$ cat src/rtl/txr_pkg.sv
package txr_pkg;
  typedef enum logic [1:0] {
    TXR_IDLE = 2'd0,
    TXR_SEND = 2'd1,
    TXR_WAIT = 2'd2
  } txr_state_e;
endpackage

$ cat src/rtl/txr_lfsr.sv
// Free-running Fibonacci LFSR; exposes its low OUT_W bits as a random draw.
module txr_lfsr #(
  parameter int             W     = 16,
  parameter int             OUT_W = 10,
  parameter logic [W-1:0]   TAPS  = 16'hB400,
  parameter logic [W-1:0]   SEED  = 16'hACE1
) (
  input  logic             clk,
  input  logic             rst_n,
  output logic [OUT_W-1:0] value
);
  logic [W-1:0] state_q;
  logic         fb;

  assign fb    = ^(state_q & TAPS);
  assign value = state_q[OUT_W-1:0];

  always_ff @(posedge clk) begin
    if (!rst_n) state_q <= SEED;
    else        state_q <= {state_q[W-2:0], fb};
  end
endmodule

$ cat src/rtl/txr_backoff.sv
// Counts a loaded number of slots, each SLOT_CYC cycles, then pulses done.
module txr_backoff #(
  parameter int SLOT_W   = 10,
  parameter int SLOT_CYC = 64
) (
  input  logic              clk,
  input  logic              rst_n,
  input  logic              load,
  input  logic [SLOT_W-1:0] slots,
  output logic              busy,
  output logic [SLOT_W-1:0] slots_q,
  output logic              done
);
  localparam int CYC_W = (SLOT_CYC > 1) ? $clog2(SLOT_CYC) : 1;
  localparam logic [CYC_W-1:0] CYC_TOP = CYC_W'(SLOT_CYC - 1);

  logic [SLOT_W-1:0] left_q;
  logic [CYC_W-1:0]  cyc_q;

  always_ff @(posedge clk) begin
    if (!rst_n) begin
      busy    <= 1'b0;
      done    <= 1'b0;
      slots_q <= '0;
      left_q  <= '0;
      cyc_q   <= '0;
    end else begin
      done <= 1'b0;
      if (load) begin
        busy    <= 1'b1;
        slots_q <= slots;
        left_q  <= slots;
        cyc_q   <= CYC_TOP;
      end else if (busy) begin
        if (left_q == '0) begin
          busy <= 1'b0;
          done <= 1'b1;
        end else if (cyc_q == '0) begin
          left_q <= left_q - 1'b1;
          cyc_q  <= CYC_TOP;
        end else begin
          cyc_q <= cyc_q - 1'b1;
        end
      end
    end
  end
endmodule

$ cat src/rtl/txr_core.sv
// Attempt tracking and retry/drop decision.
module txr_core
  import txr_pkg::*;
#(
  parameter int MAX_ATT    = 16,
  parameter int BO_CAP     = 10,
  parameter int LATE_BYTES = 64,
  parameter int BYTE_W     = 11,
  parameter int CNT_W      = 5
) (
  input  logic              clk,
  input  logic              rst_n,
  input  logic              sof,
  input  logic              eof,
  input  logic              coll,
  input  logic [BYTE_W-1:0] byte_cnt,
  input  logic              half_duplex,
  input  logic              no_retry,
  input  logic              late_retx,
  input  logic              bo_done,
  input  logic [BO_CAP-1:0] rnd,
  output logic              bo_load,
  output logic [BO_CAP-1:0] bo_slots,
  output logic              abort_req,
  output logic              next_req,
  output logic              stat_valid,
  output logic              stat_retry_err,
  output logic              stat_late_coll,
  output logic [CNT_W-1:0]  stat_coll_cnt
);
  txr_state_e       state_q;
  logic [CNT_W-1:0] cnt_q;
  logic             late_q;

  logic             coll_hit, is_late, late_drop, limit_drop;
  logic [CNT_W-1:0] cnt_nxt, k;
  logic [BO_CAP:0]  mask_w;

  always_comb begin
    coll_hit   = (state_q == TXR_SEND) && coll && half_duplex;
    is_late    = byte_cnt >= BYTE_W'(LATE_BYTES);
    cnt_nxt    = cnt_q + 1'b1;
    late_drop  = coll_hit && is_late && !late_retx;
    limit_drop = coll_hit && !late_drop && (no_retry || (cnt_nxt >= CNT_W'(MAX_ATT)));
    bo_load    = coll_hit && !late_drop && !limit_drop;
    k          = (cnt_nxt > CNT_W'(BO_CAP)) ? CNT_W'(BO_CAP) : cnt_nxt;
    mask_w     = ((BO_CAP+1)'(1) << k) - 1'b1;
    bo_slots   = rnd & mask_w[BO_CAP-1:0];
  end

  always_ff @(posedge clk) begin
    if (!rst_n) begin
      state_q        <= TXR_IDLE;
      cnt_q          <= '0;
      late_q         <= 1'b0;
      abort_req      <= 1'b0;
      next_req       <= 1'b0;
      stat_valid     <= 1'b0;
      stat_retry_err <= 1'b0;
      stat_late_coll <= 1'b0;
      stat_coll_cnt  <= '0;
    end else begin
      abort_req  <= 1'b0;
      next_req   <= 1'b0;
      stat_valid <= 1'b0;
      unique case (state_q)
        TXR_IDLE: begin
          if (sof) begin
            state_q <= TXR_SEND;
            cnt_q   <= '0;
            late_q  <= 1'b0;
          end
        end
        TXR_SEND: begin
          if (coll_hit) begin
            abort_req <= 1'b1;
            cnt_q     <= cnt_nxt;
            late_q    <= late_q | is_late;
            if (bo_load) begin
              state_q <= TXR_WAIT;
            end else begin
              state_q        <= TXR_IDLE;
              next_req       <= 1'b1;
              stat_valid     <= 1'b1;
              stat_retry_err <= limit_drop;
              stat_late_coll <= late_q | is_late;
              stat_coll_cnt  <= cnt_nxt;
            end
          end else if (eof) begin
            state_q        <= TXR_IDLE;
            next_req       <= 1'b1;
            stat_valid     <= 1'b1;
            stat_retry_err <= 1'b0;
            stat_late_coll <= late_q;
            stat_coll_cnt  <= cnt_q;
          end
        end
        TXR_WAIT: begin
          if (bo_done) state_q <= TXR_SEND;
        end
        default: state_q <= TXR_IDLE;
      endcase
    end
  end
endmodule

$ cat src/rtl/txretry_ctrl.sv
module txretry_ctrl #(
  parameter int          MAX_ATTEMPTS = 16,
  parameter int          BACKOFF_CAP  = 10,
  parameter int          LATE_BYTES   = 64,
  parameter int          BYTE_W       = 11,
  parameter int          SLOT_CYCLES  = 64,
  parameter int          LFSR_W       = 16,
  parameter logic [15:0] LFSR_TAPS    = 16'hB400,
  parameter logic [15:0] LFSR_SEED    = 16'hACE1
) (
  input  logic                                 clk,
  input  logic                                 rst_n,
  input  logic                                 sof,
  input  logic                                 eof,
  input  logic                                 coll,
  input  logic [BYTE_W-1:0]                    byte_cnt,
  input  logic                                 half_duplex,
  input  logic                                 no_retry,
  input  logic                                 late_retx,
  output logic                                 retx_req,
  output logic                                 abort_req,
  output logic                                 next_req,
  output logic                                 backoff_busy,
  output logic [BACKOFF_CAP-1:0]               backoff_slots,
  output logic                                 stat_valid,
  output logic                                 stat_retry_err,
  output logic                                 stat_late_coll,
  output logic [$clog2(MAX_ATTEMPTS+1)-1:0]    stat_coll_cnt
);
  localparam int CNT_W = $clog2(MAX_ATTEMPTS + 1);

  logic [BACKOFF_CAP-1:0] rnd, bo_slots;
  logic                   bo_load, bo_done;

  txr_lfsr #(
    .W(LFSR_W), .OUT_W(BACKOFF_CAP),
    .TAPS(LFSR_TAPS[LFSR_W-1:0]), .SEED(LFSR_SEED[LFSR_W-1:0])
  ) u_lfsr (
    .clk(clk), .rst_n(rst_n), .value(rnd)
  );

  txr_core #(
    .MAX_ATT(MAX_ATTEMPTS), .BO_CAP(BACKOFF_CAP), .LATE_BYTES(LATE_BYTES),
    .BYTE_W(BYTE_W), .CNT_W(CNT_W)
  ) u_core (
    .clk(clk), .rst_n(rst_n), .sof(sof), .eof(eof), .coll(coll),
    .byte_cnt(byte_cnt), .half_duplex(half_duplex), .no_retry(no_retry),
    .late_retx(late_retx), .bo_done(bo_done), .rnd(rnd),
    .bo_load(bo_load), .bo_slots(bo_slots), .abort_req(abort_req),
    .next_req(next_req), .stat_valid(stat_valid),
    .stat_retry_err(stat_retry_err), .stat_late_coll(stat_late_coll),
    .stat_coll_cnt(stat_coll_cnt)
  );

  txr_backoff #(
    .SLOT_W(BACKOFF_CAP), .SLOT_CYC(SLOT_CYCLES)
  ) u_backoff (
    .clk(clk), .rst_n(rst_n), .load(bo_load), .slots(bo_slots),
    .busy(backoff_busy), .slots_q(backoff_slots), .done(bo_done)
  );

  assign retx_req = bo_done;
endmodule

$ cat config.mk
export PLATFORM = sky130hd
export DESIGN_NAME = txretry_ctrl
export DESIGN_NICKNAME = d
export VERILOG_FILES = /design/src/rtl/txr_pkg.sv /design/src/rtl/txr_lfsr.sv /design/src/rtl/txr_backoff.sv /design/src/rtl/txr_core.sv /design/src/rtl/txretry_ctrl.sv
export SDC_FILE = /design/constraint.sdc
export NUM_CORES = 1
export LEC_CHECK = 0
export BUFFER_PORTS_ARGS = -buffer_cell sky130_fd_sc_hd__buf_2
export CAP_MARGIN = 20
export CELL_PAD_IN_SITES_DETAIL_PLACEMENT = 0
export CELL_PAD_IN_SITES_GLOBAL_PLACEMENT = 2
export CORE_AREA = 8 8 118 120
export CTS_BUF_LIST = sky130_fd_sc_hd__clkbuf_8
export CTS_CLUSTER_SIZE = 28
export DETAILED_ROUTE_END_ITERATION = 10
export DIE_AREA = 0 0 126 128
export MAX_ROUTING_LAYER = met4
export PLACE_DENSITY = 0.69
export SLEW_MARGIN = 20
export SYNTH_ARGS = -nofsm -noshare
export SYNTH_HDL_FRONTEND = slang
export SYNTH_SLANG_ARGS = --single-unit
$ cat constraint.sdc
create_clock -name clk -period 3.4 [get_ports clk]
set_input_delay 0.17 -clock clk [delete_from_list [all_inputs] [get_ports clk]]
set_output_delay 0.17 -clock clk [all_outputs]
set_load 0.005 [all_outputs]
After elaboration in Yosys (flattened, before gate mapping). Cells that the tools add are included.

Bits in registers: 61. Input bits: 19. Output and inout port bits: 22. Word-level logic and storage cells: 98.

$add $sub $neg: 4. Magnitude comparators: 3. Equal/unequal tests: 8. Shift operators: 1. Muxes and demuxes: 38. Bitwise logic cells: 4. Reductions and logical operators: 26.

Operators with widths (number): 10-bit two-way mux (4); 5-bit two-way mux (6); 6-bit two-way mux (4); 10-bit by 1-bit subtractor with 10-bit output, second input constant (2); 1-bit two-way mux (16); 16-bit XOR reduction (1); 3-bit AND reduction (4); 11-bit by 7-bit >= comparator with 1-bit output, second input constant (1); 10-bit bitwise AND (1); 10-bit logical NOT (1); 2-bit two-way mux (5); 5-bit case mux with 2 select lines (1); 1-bit by 5-bit left shift with 10-bit output, first input constant (1); 2-bit nonzero test (4); 1-bit logical AND (7); 6-bit logical NOT (1); 2-bit != test, second input constant (3); 2-bit case mux with 3 select lines (1); 6-bit by 1-bit subtractor with 6-bit output, second input constant (1); 5-bit by 1-bit adder with 5-bit output, second input constant (1); 5-bit >= comparator, second input constant (1); 5-bit by 4-bit greater-than comparator with 1-bit output, second input constant (1); 2-bit by 1-bit != test with 1-bit output, second input constant (2); 2-bit AND reduction (2); 10 further kinds (13).

Longest topological paths before layout.
Depth after elaboration: 13. Gate-level depth with buffers: 13. Gate-level depth less buffers: 11.

By module. Synthesis repeated with hierarchy kept, for this count alone.

Cells, all modules: 359. Area, all modules: 3178.0 um2.

Modules (own cells, without submodules): txr_backoff (times used 1, cells each 161, area each 1411.4 um2, sequential area each 560.5 um2); txr_core (times used 1, cells each 152, area each 1239.9 um2, sequential area each 340.3 um2); txr_lfsr (times used 1, cells each 46, area each 526.8 um2, sequential area each 320.3 um2).

Least setup slack after synthesis. OpenSTA, ideal clock, no wires.

Path type: register -> register. Start point: register u_core.cnt_q[0]. End point: register u_backoff.left_q[6]. Library setup time: 0.086 ns. Data arrival time: 2.885 ns. Data required time: 3.314 ns. Slack: 0.430 ns. Stages on the path, launching flop included: 14. Buffers on the path: 2. Period minus slack after synthesis: 2.970 ns. Path through: dfxtp_1 > ha_1 > buf_4 > nand4_1 > or2_0 > clkbuf_1 > o31a_1 > or2_2 > ha_1 > or4_1 > a31oi_1 > nand4b_1 > nand3_1 > a211oi_1.

Cells in the longest elaborated chain, start to end: 8. Elaborated cells on any way between the ends: 16. Those cells by class: add/sub: 2; order compare: 2; eq/ne: 1; shift: 1; mux: 2; bitwise: 1; reduce/logical: 7.

RTL lines: start, declared (RTL line txr_core.sv:32) `logic [CNT_W-1:0] cnt_q;`; start signal, assigned (RTL line txr_core.sv:77) `cnt_q <= cnt_nxt;`; 5-bit by 1-bit adder with 5-bit output (*) (RTL line txr_core.sv:42) `cnt_nxt = cnt_q + 1'b1;`; parallel branches: the longest is 7 deep, another holds 10-bit by 1-bit subtractor with 10-bit output; end signal, assigned (RTL line txr_backoff.sv:32) `left_q <= slots;`; end signal, assigned (RTL line txr_backoff.sv:39) `left_q <= left_q - 1'b1;`; end, declared (RTL line txr_backoff.sv:17) `logic [SLOT_W-1:0] left_q;`.

Every way passes the cells marked *. A chain may end at the register's enable or synchronous reset.

Worst setup path in the final report. Same ends and word-level chain as after synthesis.

==> reports/results.tsv <==
stage	metric	value	unit
cells_and_area	num_antenna_cells	0	
synthesis	ys_ff_latch	61	
synthesis	synth_edf_count	0	
synthesis	syn_area_per_cell	8.47	µm²
setup_path	r2r-start	u_core.cnt_q[0]	
clock_network	cts_resized	0	
clock_network	cts-root-buf	clkbuf_8	
synthesis	synth.distinct_cells	53	
cells_and_area	multi_input_area	1570	µm²
synthesis	synth_flop_cell	dfxtp_1	
setup_path	worstSetupPathType	register to register	
timing	whs	0.185	ns
routing	wire_per_inst	14.6	µm
floorplanning	die_h	128	µm
setup_path	r2r_setup_slack	0.33	ns
power	combPwrFrac	0.075	
place	dp_cells	520	
timing	slew_viol_final	0	
synthesis	ys_async_sr_fraction	0	
cells_and_area	instances_no_fill	536	
run	drv_cap	0	
timing	fin_tns_setup	0	ns
timing	final.setup_skew	0.0133	ns
clock_network	ctsHoldBuffers	0	
power	power_density	457	nW/µm²
routing	finalWirelength	7.83	mm
power	p_switching	0.395	mW
floorplanning	die_x	126	µm
power	peakVddDrop	0.177	mV
synthesis	synth_nets	370	
place	post-place-ws	0.346	ns
synthesis	yosysWarnings	0	
floorplanning	initial_core_util	0.239	
synthesis	synth_area	2920	µm²
clock_network	h-tree-depth	3	
global_routing	antenna_found_initial	0	
global_routing	grt_overflow_total	0	
global_routing	grt_pass1_wl	13.3	mm
global_routing	grt_pass1_vias	2541	
clock_network	cts_tree	yes	
routing	drtAntennaViolNets	0	
clock_network	cts.sink_count	61	
floorplanning	core_area	12200	µm²
setup_path	arrival	3.34	ns
clock_network	clk_path_buf_depth	2	
floorplanning	die_area	16100	µm²
timing	finalHoldViolCount	0	
floorplanning	pin_count	41	
timing	finalCriticalPeriod	3.07	ns
power	p_leak	1.38	nW
timing	fmax	0.325	GHz
setup_path	crit_start	u_core.cnt_q[0]	
timing	worstMarginPinSlew	0.537	ns
cells_and_area	n_fill_cell	1322	
cells_and_area	fin_nets	406	
synthesis	yosysSeqAreaShare	0.418	
setup_path	end_kind	register	
timing	slew_headroom	0.640	
place	place_hpwl	5.59	mm
power	clkPwrFrac	0.452	
power	p_int	1.20	mW
power	seqPwrFrac	0.473	
synthesis	synth_area_leaders	dfxtp_1, a21oi_1, nor2_1	
routing	vias	2514	
synthesis	synth_top_area_frac	0.418	
routing	vias_per_cell	4.69	
clock_network	clk_pin_slew_worst_paths	0.07	ns
place	routabilityCongestion	0.791	
place	port_buffers	34	
routing	drt_first_pass_iters	4	
routing	drt_iter0_markers	210	
setup_path	required	3.67	ns
setup_path	crit_fanout	7	
floorplanning	num_rows	41	
timing	rsz0062_at_grt	false	
synthesis	syn_inst	345	
cells_and_area	area_growth	19.4	%
cells_and_area	layout-drive-gt1-share	0.199	
setup_path	worstSetupStartpointType	register	
outcome	status	finished clean	
clock_network	cts_setup_buffers	0	
timing	finalWorstSetupSlack	0.327	ns
hold_path	min-delay-start	eof	
timing	setup_violations	0	
power	switching_share	0.248	
global_routing	grt_max_degree	29	
global_routing	track_usage	0.108	
routing	drc_errors	0	
clock_network	cts_buffers	9	
cells_and_area	regArea	1220	µm²
timing	finalCritPeriodShare	0.904	
hold_path	min_path_type	primary input to register	
clock_network	clk_latency	0.35	ns
synthesis	synth_top_cell_by_area	dfxtp_1	
flip-flops by register name, summed over array words and instances (netlist names), 2 cells and up:
register,flops
u_lfsr.state_q,16
u_backoff.left_q,10
u_backoff.slots_q,10
u_backoff.cyc_q,6
u_core.cnt_q,5
u_core.stat_coll_cnt,5
u_core.state_q,2
Yosys cell counts, drive strengths merged (5+ instances only):
cell     n
a211oi   8
a21oi   28
and2    11
buf      7
clkbuf  13
dfxtp   61
ha       6
inv     10
nand2   31
nand2b   9
nand3   19
nor2    35
nor3     7
nor4     7
o21ai   12
o31a     5
or2      6
or3      7
or4      5
xnor2    9
xor2     6
power by group through the flow:
stage | combinational [mW] | sequential (mW) | clock [mW]
2_1_floorplan | 0.0810 | 0.766 | 0
3_3_place_gp | 0.122 | 0.769 | 0
3_5_place_dp | 0.122 | 0.769 | 0
4_1_cts | 0.122 | 0.753 | 0.744
5_1_grt | 0.137 | 0.756 | 0.771
6_report | 0.120 | 0.753 | 0.720
worst paths after layout:
path	endpoint	cells after the start
setup / recovery	u_backoff.left_q[6]	11
hold / removal	u_core.next_req	3
setup reg to reg	u_backoff.left_q[6]	11
hold reg to reg	u_lfsr.state_q[15]	1
cell type report:
class / count / share of cell area
multi-input combinational: 253 / 0.450
sequential: 61 / 0.350
timing repair buffer: 45 / 0.0725
tap: 150 / 0.0538
clock buffer: 9 / 0.0355
clock inverter: 7 / 0.0262
inverter: 11 / 0.0118
critical path, stage by stage (launching register included):
cell and delay, ns:
dfxtp_1 0.46, ha_1 0.30, nand4_1 0.19, or2_0 0.28, o31a_1 0.20, or2_2 0.32
ha_1 0.19, or4_1 0.46, a31oi_1 0.15, nand4b_1 0.17, nand3_1 0.09, a211oi_1 0.19
logic make-up after synthesis:
family / share of synthesized area
XOR/XNOR: 0.0450
AND/OR/NAND/NOR: 0.278
flip-flops: 0.418
AO/OA/AOI/OAI: 0.175
buffers and inverters: 0.0445
multiplexers: 0.0137
adder cells (fa/ha/maj): 0.0257
through the flow:
stage               cell area [µm²]  total power, mW   util
floorplan                      2920            0.847      -
global placement               3270            0.891  0.268
detailed placement             3270            0.891  0.268
CTS                            3490             1.62  0.286
global route                   3490             1.66  0.286
finish                         3490             1.59  0.286
placed cells by master, fill, tap and decap left out, types with 5 or more instances in the layout:
cell type	n
nor4_1	5
ha_1	6
inv_1	11
a21oi_1	28
buf_2	34
nand2b_1	9
dfxtp_1	61
and2_1	11
nand3_1	19
nand2_1	31
nor2_1	35
o31a_1	5
xor2_1	6
clkbuf_8	9
nor3_1	5
buf_4	11
o21ai_0	12
a211oi_1	7
xnor2_1	9
or3_1	7
routing by layer:
layer / GRT usage / part of all wire / up-vias
met4: 0.0488 / 0.014 / 0
met1: 0.131 / 0.48 / 1177
met2: 0.167 / 0.48 / 37
met5: - / 0 / -
met3: 0.0262 / 0.032 / 6
li1: - / - / 1294
No activity file was read; power rests on OpenSTA's default activity.
